===== config.mk =====
export PLATFORM = sky130hd
export DESIGN_NAME = e3bip_mon
export DESIGN_NICKNAME = d
export VERILOG_FILES = /design/src/rtl/e3bip_pkg.sv /design/src/rtl/e3bip_acc.sv /design/src/rtl/e3bip_stat.sv /design/src/rtl/e3bip_cnt.sv /design/src/rtl/e3bip_mon.sv
export SDC_FILE = /design/constraint.sdc
export NUM_CORES = 1
export LEC_CHECK = 0
export BUFFER_PORTS_ARGS = -buffer_cell sky130_fd_sc_hd__buf_2
export CAP_MARGIN = 20
export CORE_MARGIN = 8
export CORE_UTILIZATION = 35
export CTS_CLUSTER_SIZE = 24
export DETAILED_ROUTE_END_ITERATION = 12
export PLACE_DENSITY = 0.52
export SETUP_SLACK_MARGIN = 0.3
export SLEW_MARGIN = 20
export SYNTH_ARGS = -nofsm -noshare
export SYNTH_HDL_FRONTEND = slang
export SYNTH_SLANG_ARGS = --single-unit

===== constraint.sdc =====
create_clock -name clk -period 1.65 [get_ports clk]
set_clock_uncertainty 0.1 [all_clocks]
set_input_delay 0.0825 -clock clk [delete_from_list [all_inputs] [get_ports clk]]
set_output_delay 0.0825 -clock clk [all_outputs]
set_load 0.03 [all_outputs]

===== src/rtl/e3bip_pkg.sv =====
`timescale 1ns/1ps
package e3bip_pkg;
    typedef enum logic [1:0] {
        S_HUNT  = 2'd0,
        S_FILL  = 2'd1,
        S_CHECK = 2'd2
    } mon_state_e;

    localparam int STAT_W      = 8;
    localparam int SIDE_W      = 5;
    localparam int B_LABEL     = 0;
    localparam int B_FRAMING   = 1;
    localparam int B_PARITY    = 2;
    localparam int B_REMOTE_DF = 3;
    localparam int B_REMOTE_ER = 4;
    localparam int B_TRACE     = 6;
endpackage


===== src/rtl/e3bip_acc.sv =====
`timescale 1ns/1ps
module e3bip_acc #(
    parameter int DW = 8
) (
    input  logic          clk,
    input  logic          rst_n,
    input  logic          byte_en,
    input  logic          sof,
    input  logic          capture,
    input  logic [DW-1:0] din,
    output logic [DW-1:0] ref_q
);
    logic [DW-1:0] acc_q;

    // running XOR restarts on each frame-start byte; the finished value
    // of the previous frame is kept as the reference for the next EM byte
    always_ff @(posedge clk) begin
        if (!rst_n) begin
            acc_q <= '0;
            ref_q <= '0;
        end else if (byte_en) begin
            acc_q <= sof ? din : (acc_q ^ din);
            if (sof && capture) ref_q <= acc_q;
        end
    end
endmodule


===== src/rtl/e3bip_stat.sv =====
`timescale 1ns/1ps
module e3bip_stat #(
    parameter int SW = 8
) (
    input  logic          clk,
    input  logic          rst_n,
    input  logic [SW-1:0] set_vec,
    input  logic          rd_stb,
    input  logic          en_wr,
    input  logic [SW-1:0] en_wdata,
    output logic [SW-1:0] rd_data,
    output logic [SW-1:0] status_q,
    output logic          irq_n
);
    logic [SW-1:0] en_q;

    always_ff @(posedge clk) begin
        if (!rst_n) begin
            status_q <= '0;
            rd_data  <= '0;
            en_q     <= '0;
        end else begin
            // reported bits clear; new events of this cycle survive
            status_q <= (rd_stb ? '0 : status_q) | set_vec;
            if (rd_stb) rd_data <= status_q;
            if (en_wr)  en_q    <= en_wdata;
        end
    end

    assign irq_n = ~|(status_q & en_q);
endmodule


===== src/rtl/e3bip_cnt.sv =====
`timescale 1ns/1ps
module e3bip_cnt #(
    parameter int CW = 4
) (
    input  logic          clk,
    input  logic          rst_n,
    input  logic          inc,
    output logic [CW-1:0] cnt
);
    localparam logic [CW-1:0] CMAX = {CW{1'b1}};

    always_ff @(posedge clk) begin
        if (!rst_n)                  cnt <= '0;
        else if (inc && cnt != CMAX) cnt <= cnt + 1'b1;
    end
endmodule


===== src/rtl/e3bip_mon.sv =====
`timescale 1ns/1ps
module e3bip_mon
    import e3bip_pkg::*;
#(
    parameter int DW    = 8,
    parameter int CNT_W = 4
) (
    input  logic                 clk,
    input  logic                 rst_n,
    input  logic                 in_sync,
    input  logic                 in_valid,
    input  logic                 in_sof,
    input  logic                 in_em,
    input  logic [DW-1:0]        in_data,
    input  logic [SIDE_W-1:0]    side_evt,
    input  logic                 rd_stb,
    output logic [STAT_W-1:0]    rd_data,
    input  logic                 en_wr,
    input  logic [STAT_W-1:0]    en_wdata,
    output logic                 irq_n,
    output logic [CNT_W-1:0]     err_cnt
);
    mon_state_e        state_q, state_d;
    logic              capture, cmp_en, mismatch;
    logic [DW-1:0]     ref_w;
    logic [STAT_W-1:0] set_vec, stat_q;

    // state register
    always_ff @(posedge clk) begin
        if (!rst_n) state_q <= S_HUNT;
        else        state_q <= state_d;
    end

    // transitions
    always_comb begin
        state_d = state_q;
        unique case (state_q)
            S_HUNT:  if (in_sync && in_valid && in_sof) state_d = S_FILL;
            S_FILL:  if (!in_sync)                      state_d = S_HUNT;
                     else if (in_valid && in_sof)       state_d = S_CHECK;
            S_CHECK: if (!in_sync)                      state_d = S_HUNT;
            default:                                    state_d = S_HUNT;
        endcase
    end

    // state-decoded controls
    always_comb begin
        capture = (state_q != S_HUNT);
        cmp_en  = (state_q == S_CHECK) && in_sync && in_valid && in_em && !in_sof;
    end

    e3bip_acc #(.DW(DW)) u_acc (
        .clk     (clk),
        .rst_n   (rst_n),
        .byte_en (in_valid),
        .sof     (in_sof),
        .capture (capture),
        .din     (in_data),
        .ref_q   (ref_w)
    );

    assign mismatch = cmp_en && (in_data != ref_w);

    always_comb begin
        set_vec              = '0;
        set_vec[B_LABEL]     = side_evt[0];
        set_vec[B_FRAMING]   = side_evt[1];
        set_vec[B_PARITY]    = mismatch;
        set_vec[B_REMOTE_DF] = side_evt[2];
        set_vec[B_REMOTE_ER] = side_evt[3];
        set_vec[B_TRACE]     = side_evt[4];
    end

    e3bip_stat #(.SW(STAT_W)) u_stat (
        .clk      (clk),
        .rst_n    (rst_n),
        .set_vec  (set_vec),
        .rd_stb   (rd_stb),
        .en_wr    (en_wr),
        .en_wdata (en_wdata),
        .rd_data  (rd_data),
        .status_q (stat_q),
        .irq_n    (irq_n)
    );

    e3bip_cnt #(.CW(CNT_W)) u_cnt (
        .clk   (clk),
        .rst_n (rst_n),
        .inc   (mismatch),
        .cnt   (err_cnt)
    );
endmodule


* Word-level counts from Yosys, hierarchy flattened
Index checks and enable logic that the tools add are counted.
Storage, ports and cells: register bits after elaboration 46, input port bits 29, output and inout bits 13, word-level logic and storage cells 42
Operators by class: add/sub/neg operators 1, equal/unequal tests 7, mux-type cells 7, bitwise operators 3, reductions and logical operators 17
Operators with widths (count):
- $mux 8 | 2
- $logic_and 1x1->1 | 10
- $and 8x8->8 | 1
- $mux 2 | 4
- $ne 8x8->1 | 1
- $or 8x7->8 | 1
- $reduce_or 8->1 | 1
- $xor 8x8->8 | 1
- $pmux 2 s3 | 1
- $add 4x1->4 const B | 1
- $ne 2x2->1 const B | 2
- $ne 4x4->1 const B | 1
- $ne 3x3->1 const B | 1
- $reduce_and 3->1 | 1
- $eq 2x1->1 const B | 1
- $eq 2x2->1 const B | 1
- $logic_not 1->1 | 2
- $logic_not 2->1 | 1
- $reduce_and 2->1 | 1
- $reduce_bool 2->1 | 1

* Depth between registers and ports, before layout
depth after elaboration 7, depth in mapped cells 5, mapped depth without buffers 5

* Modules after synthesis
From an unflattened synthesis, not the netlist that was laid out.
Second synthesis, totals: cells, all modules 206, area total of the unflattened synthesis 2053.2 µm²
By module, submodules not included:
- e3bip_stat | times used 1, cells an instance 81, area an instance 924.6 µm², seq. area each 480.5 µm²
- e3bip_acc | times used 1, cells an instance 80, area an instance 742.0 µm², seq. area each 320.3 µm²
- e3bip_cnt | times used 1, cells an instance 22, area an instance 196.4 µm², seq. area each 80.1 µm²
- e3bip_mon | times used 1, cells an instance 23, area an instance 190.2 µm², seq. area each 40.0 µm²

* Least setup slack after synthesis
No wires, ideal clock.
kind reg2reg, start point register u_cnt.cnt[0], end point register u_cnt.cnt[2], library setup time 0.116 ns, data arrival time 1.380 ns, required time 1.434 ns, path slack 0.054 ns, cell stages (with the launch flop) 5, path buffers 0, period minus slack after synthesis 1.596 ns, path through dfxtp_1 -> ha_1 -> nand2_1 -> or4b_1 -> o211a_1
Between the ends: longest elaborated chain between the ends 2, elaborated cells on any way between the ends 3, those cells by class add/sub (1); eq/ne (1); reduce/logical (1)
Ends and longest elaborated chain:
- start, declared | line e3bip_cnt.sv:8 | output logic [CW-1:0] cnt
- start signal, assigned | line e3bip_cnt.sv:14 | else if (inc && cnt != CMAX) cnt <= cnt + 1'b1;
- branches (longest 2 deep; another with $add 4x1->4)
Parallel ways; which one is timed is not known. A chain may end at the register's enable or synchronous reset.

* Worst setup path in the final report
start point register u_acc.ref_q[7], end point register u_cnt.cnt[2]
Between the ends: longest elaborated chain between the ends 3
Ends and longest elaborated chain:
- start, declared | line e3bip_acc.sv:11 | output logic [DW-1:0] ref_q
- start signal, assigned | line e3bip_acc.sv:23 | if (sof && capture) ref_q <= acc_q;
- $ne 8x8->1 | line e3bip_mon.sv:62 | assign mismatch = cmp_en && (in_data != ref_w);
- $logic_and 1x1->1 | line e3bip_mon.sv:62
- $logic_and 1x1->1 | line e3bip_cnt.sv:14
Every way passes these cells.

==> metrics.txt <==
shortest period the worst path allows=1.49 ns; Synth Area in XOR/XNOR=4.65%; cell family with most CP delay=simple AND/OR/NAND/NOR gates; Post-Syn Area per Cell=approximately 9.3 um2; clk root buf=clkbuf_8; unrepaired setup endpoints after global routing=yes; Post-Synthesis Cells=around 180; Core Rows=25; Post-synth EDFFs=0; compound-cell area share of the yosys netlist=between 10% and 20%; final wirelength=roughly 4.2 mm; Main synth FF type=dfxtp_1; Final period util=90.3%; TritonCTS Sinks=40; leakage=between 0.001 and 0.0015 uW; Detailed Place HPWL=around 2.8 mm; Final Net Count=roughly 270; initial antenna violation count=0; WL/cell=~14 um; status=finished, final reports clean; DR pass1 iterations=4; Die W=85.6 um; Max-Cap Viols=0; synthesis-to-finish area growth=38.4%; Placement Cell Area=about 2000 um2; FF+latch count, synth=40; Data required, critical path=around 1.7 ns; Skew-Pair Late Insertion Delay=about 0.29 ns; GRT busiest layer=met2; most frequent cells in the layout=36 x buf_2, 35 x nor2_1, 27 x dfxtp_1, 20 x mux2i_1, 17 x dlygate4sd3_1; hold slack=roughly 0.0044 ns; Detail Route Antenna Nets=0; Fill cells=460; crit-path max FO=6; clock buffer depth=2; total power draw=a little over 2000 uW; H-tree depth=2; vias per cell=between 5 and 6; final instance area=roughly 2300 um2; Core Box Area=between 4000 and 5000 um2; Ys Warns=0; ys async rst share=0%; TNS Setup=0 ns; met1 GRT Util=a little over an eighth; critical path launch point type=flip-flop; Ports=42; met3 Usage GRT=approximately 4.7%; aggregate global routing overflow=0; Max Transition Viols Final=0; Synth Area in Simple Gates=between 10% and 20%; met2 GRT Util=between 10% and 20%; worst-path cell chain=xnor2_2 > nand4_1 > nor2_4 > or4b_1 > o211a_1; CP arrival=roughly 1.6 ns; CTS tree=yes; maximum vdd ir drop=440 uV; main combinational cell family by area after synthesis=simple AND/OR/NAND/NOR gates; Final Hold Violating Endpoints=0; aggregate global-route resource usage=roughly an eighth; WP buf/inv=0; largest cells by area after synthesis=dfxtp_1 47%, mux2i_1 12%, nor2_1 8.0%; first-pass GRT wire length=between 7 and 8 mm; CTS buffer count=5; Synth cell types=32; Hold Crit Class=in -> reg; Antenna diodes=0; largest net degree at the start of global routing=35; clock slew at reported path FFs=~0.080 ns; # setup viols final=0; Synth area leader=dfxtp_1; routability cong.=just over 0.7; share of the synthesized area in the top cell type=47.3%; CP endpoint kind=flip-flop; CP Class=reg -> reg; achievable clock frequency=between 600 and 700 MHz; chip height=about 86 um; drt drc=0; critical path's slowest cell=or4b_1; layout cells sized above 1=roughly a third; via count=between 1,500 and 2,000; initial DRC count=a little under 80; # port buffers=37; Die ar.=roughly 7300 um2; vias in the first global route=~1,500; slowest stage delay, CP=roughly 0.46 ns; Starting Density=between 30% and 40%; synthesized area=between 1500 and 2000 um2; post-synthesis mux area share=about an eighth; final core occ=roughly 50%; most common cell after layout, fill and taps aside=buf_2; post-synthesis sequential area ratio=between 40% and 50%; Power per Cell Area=~860 nW/um2; adder-cell area share of the yosys netlist=less than 1%
-- metrics by stage --
stage               std cells  setup slack (ns)
floorplan                 183             0.198
global placement          268             0.161
detailed placement        268             0.118
CTS                       296             0.164
global route              296            0.0991
finish                    296             0.160
-- where the power goes --
part | total [uW] | switching [uW] | internal (uW)
combinational | 246 | 125 | 121
clock | 754 | 359 | 395
sequential | 1030 | 27.2 | 998
-- registers in the layout, summed over array words and instances (netlist names) --
name / cells
state_q: 2
u_acc.acc_q: 8
u_acc.ref_q: 8
u_cnt.cnt: 4
u_stat.en_q: 6
u_stat.rd_data: 6
u_stat.status_q: 6
-- layout make-up --
cell class | count | area, um2 | share of cell area [%]
clock buffers | 6 | 93.8 | 4.00
clock inverters | 2 | 16.3 | 0.694
inverters | 2 | 7.51 | 0.320
multi-input cells | 130 | 910 | 38.8
flip-flops and latches | 40 | 825 | 35.2
well taps | 54 | 67.6 | 2.88
repair buffers | 62 | 425 | 18.1
-- metal layers --
layer / vias up / share of wire [%]
li1: 747 / -
met1: 718 / 45
met2: 34 / 47
met3: 5 / 7.2
met4: 0 / 0.84
met5: - / 0
-- final timing paths --
| kind | start | end | slack, ns | cells past startpoint |
|---|---|---|---|---|
| hold reg to reg | u_cnt.cnt[0] | u_cnt.cnt[0] | 0.40 | 2 |
| setup reg to reg | u_acc.ref_q[7] | u_cnt.cnt[2] | 0.16 | 5 |
| hold / removal | in_data[5] | u_acc.acc_q[5] | 0.004 | 3 |
| setup / recovery | u_acc.ref_q[7] | u_cnt.cnt[2] | 0.16 | 5 |
-- cells by family (layout without fill, tap and decap cells) --
kind of cell / Yosys count / count (layout)
adder cells (fa/ha/maj): 1 / 1
multiplexers: 22 / 22
other: 1 / 2
XOR/XNOR: 9 / 9
flip-flops: 40 / 40
AO/OA/AOI/OAI: 31 / 31
buffers and inverters: 13 / 72
AND/OR/NAND/NOR: 65 / 65
-- cells in the mapped netlist (all sizes together), types with 3 or more instances --
| cell type | n |
|---|---|
| dfxtp | 40 |
| nor2 | 37 |
| mux2i | 21 |
| clkbuf | 9 |
| o21ai | 9 |
| nand2 | 8 |
| nand2b | 8 |
| xnor2 | 8 |
| a21oi | 7 |
| a32oi | 7 |
| a22oi | 3 |
-- worst reg2reg max path, stage by stage, from the launching register on --
cell	delay [ns]
dfxtp_2	0.34
xnor2_2	0.12
nand4_1	0.16
nor2_4	0.07
or4b_1	0.46
o211a_1	0.14
-- what timing repair did --
action	CTS	global route
buffers inserted	3	0
resized for setup	11	13
endpoints found under the hold margin	21	0
endpoints found under the setup margin	6	11
pin swaps	11	6
hold buffers	17	0
Power figures use the tool's default switching activity.
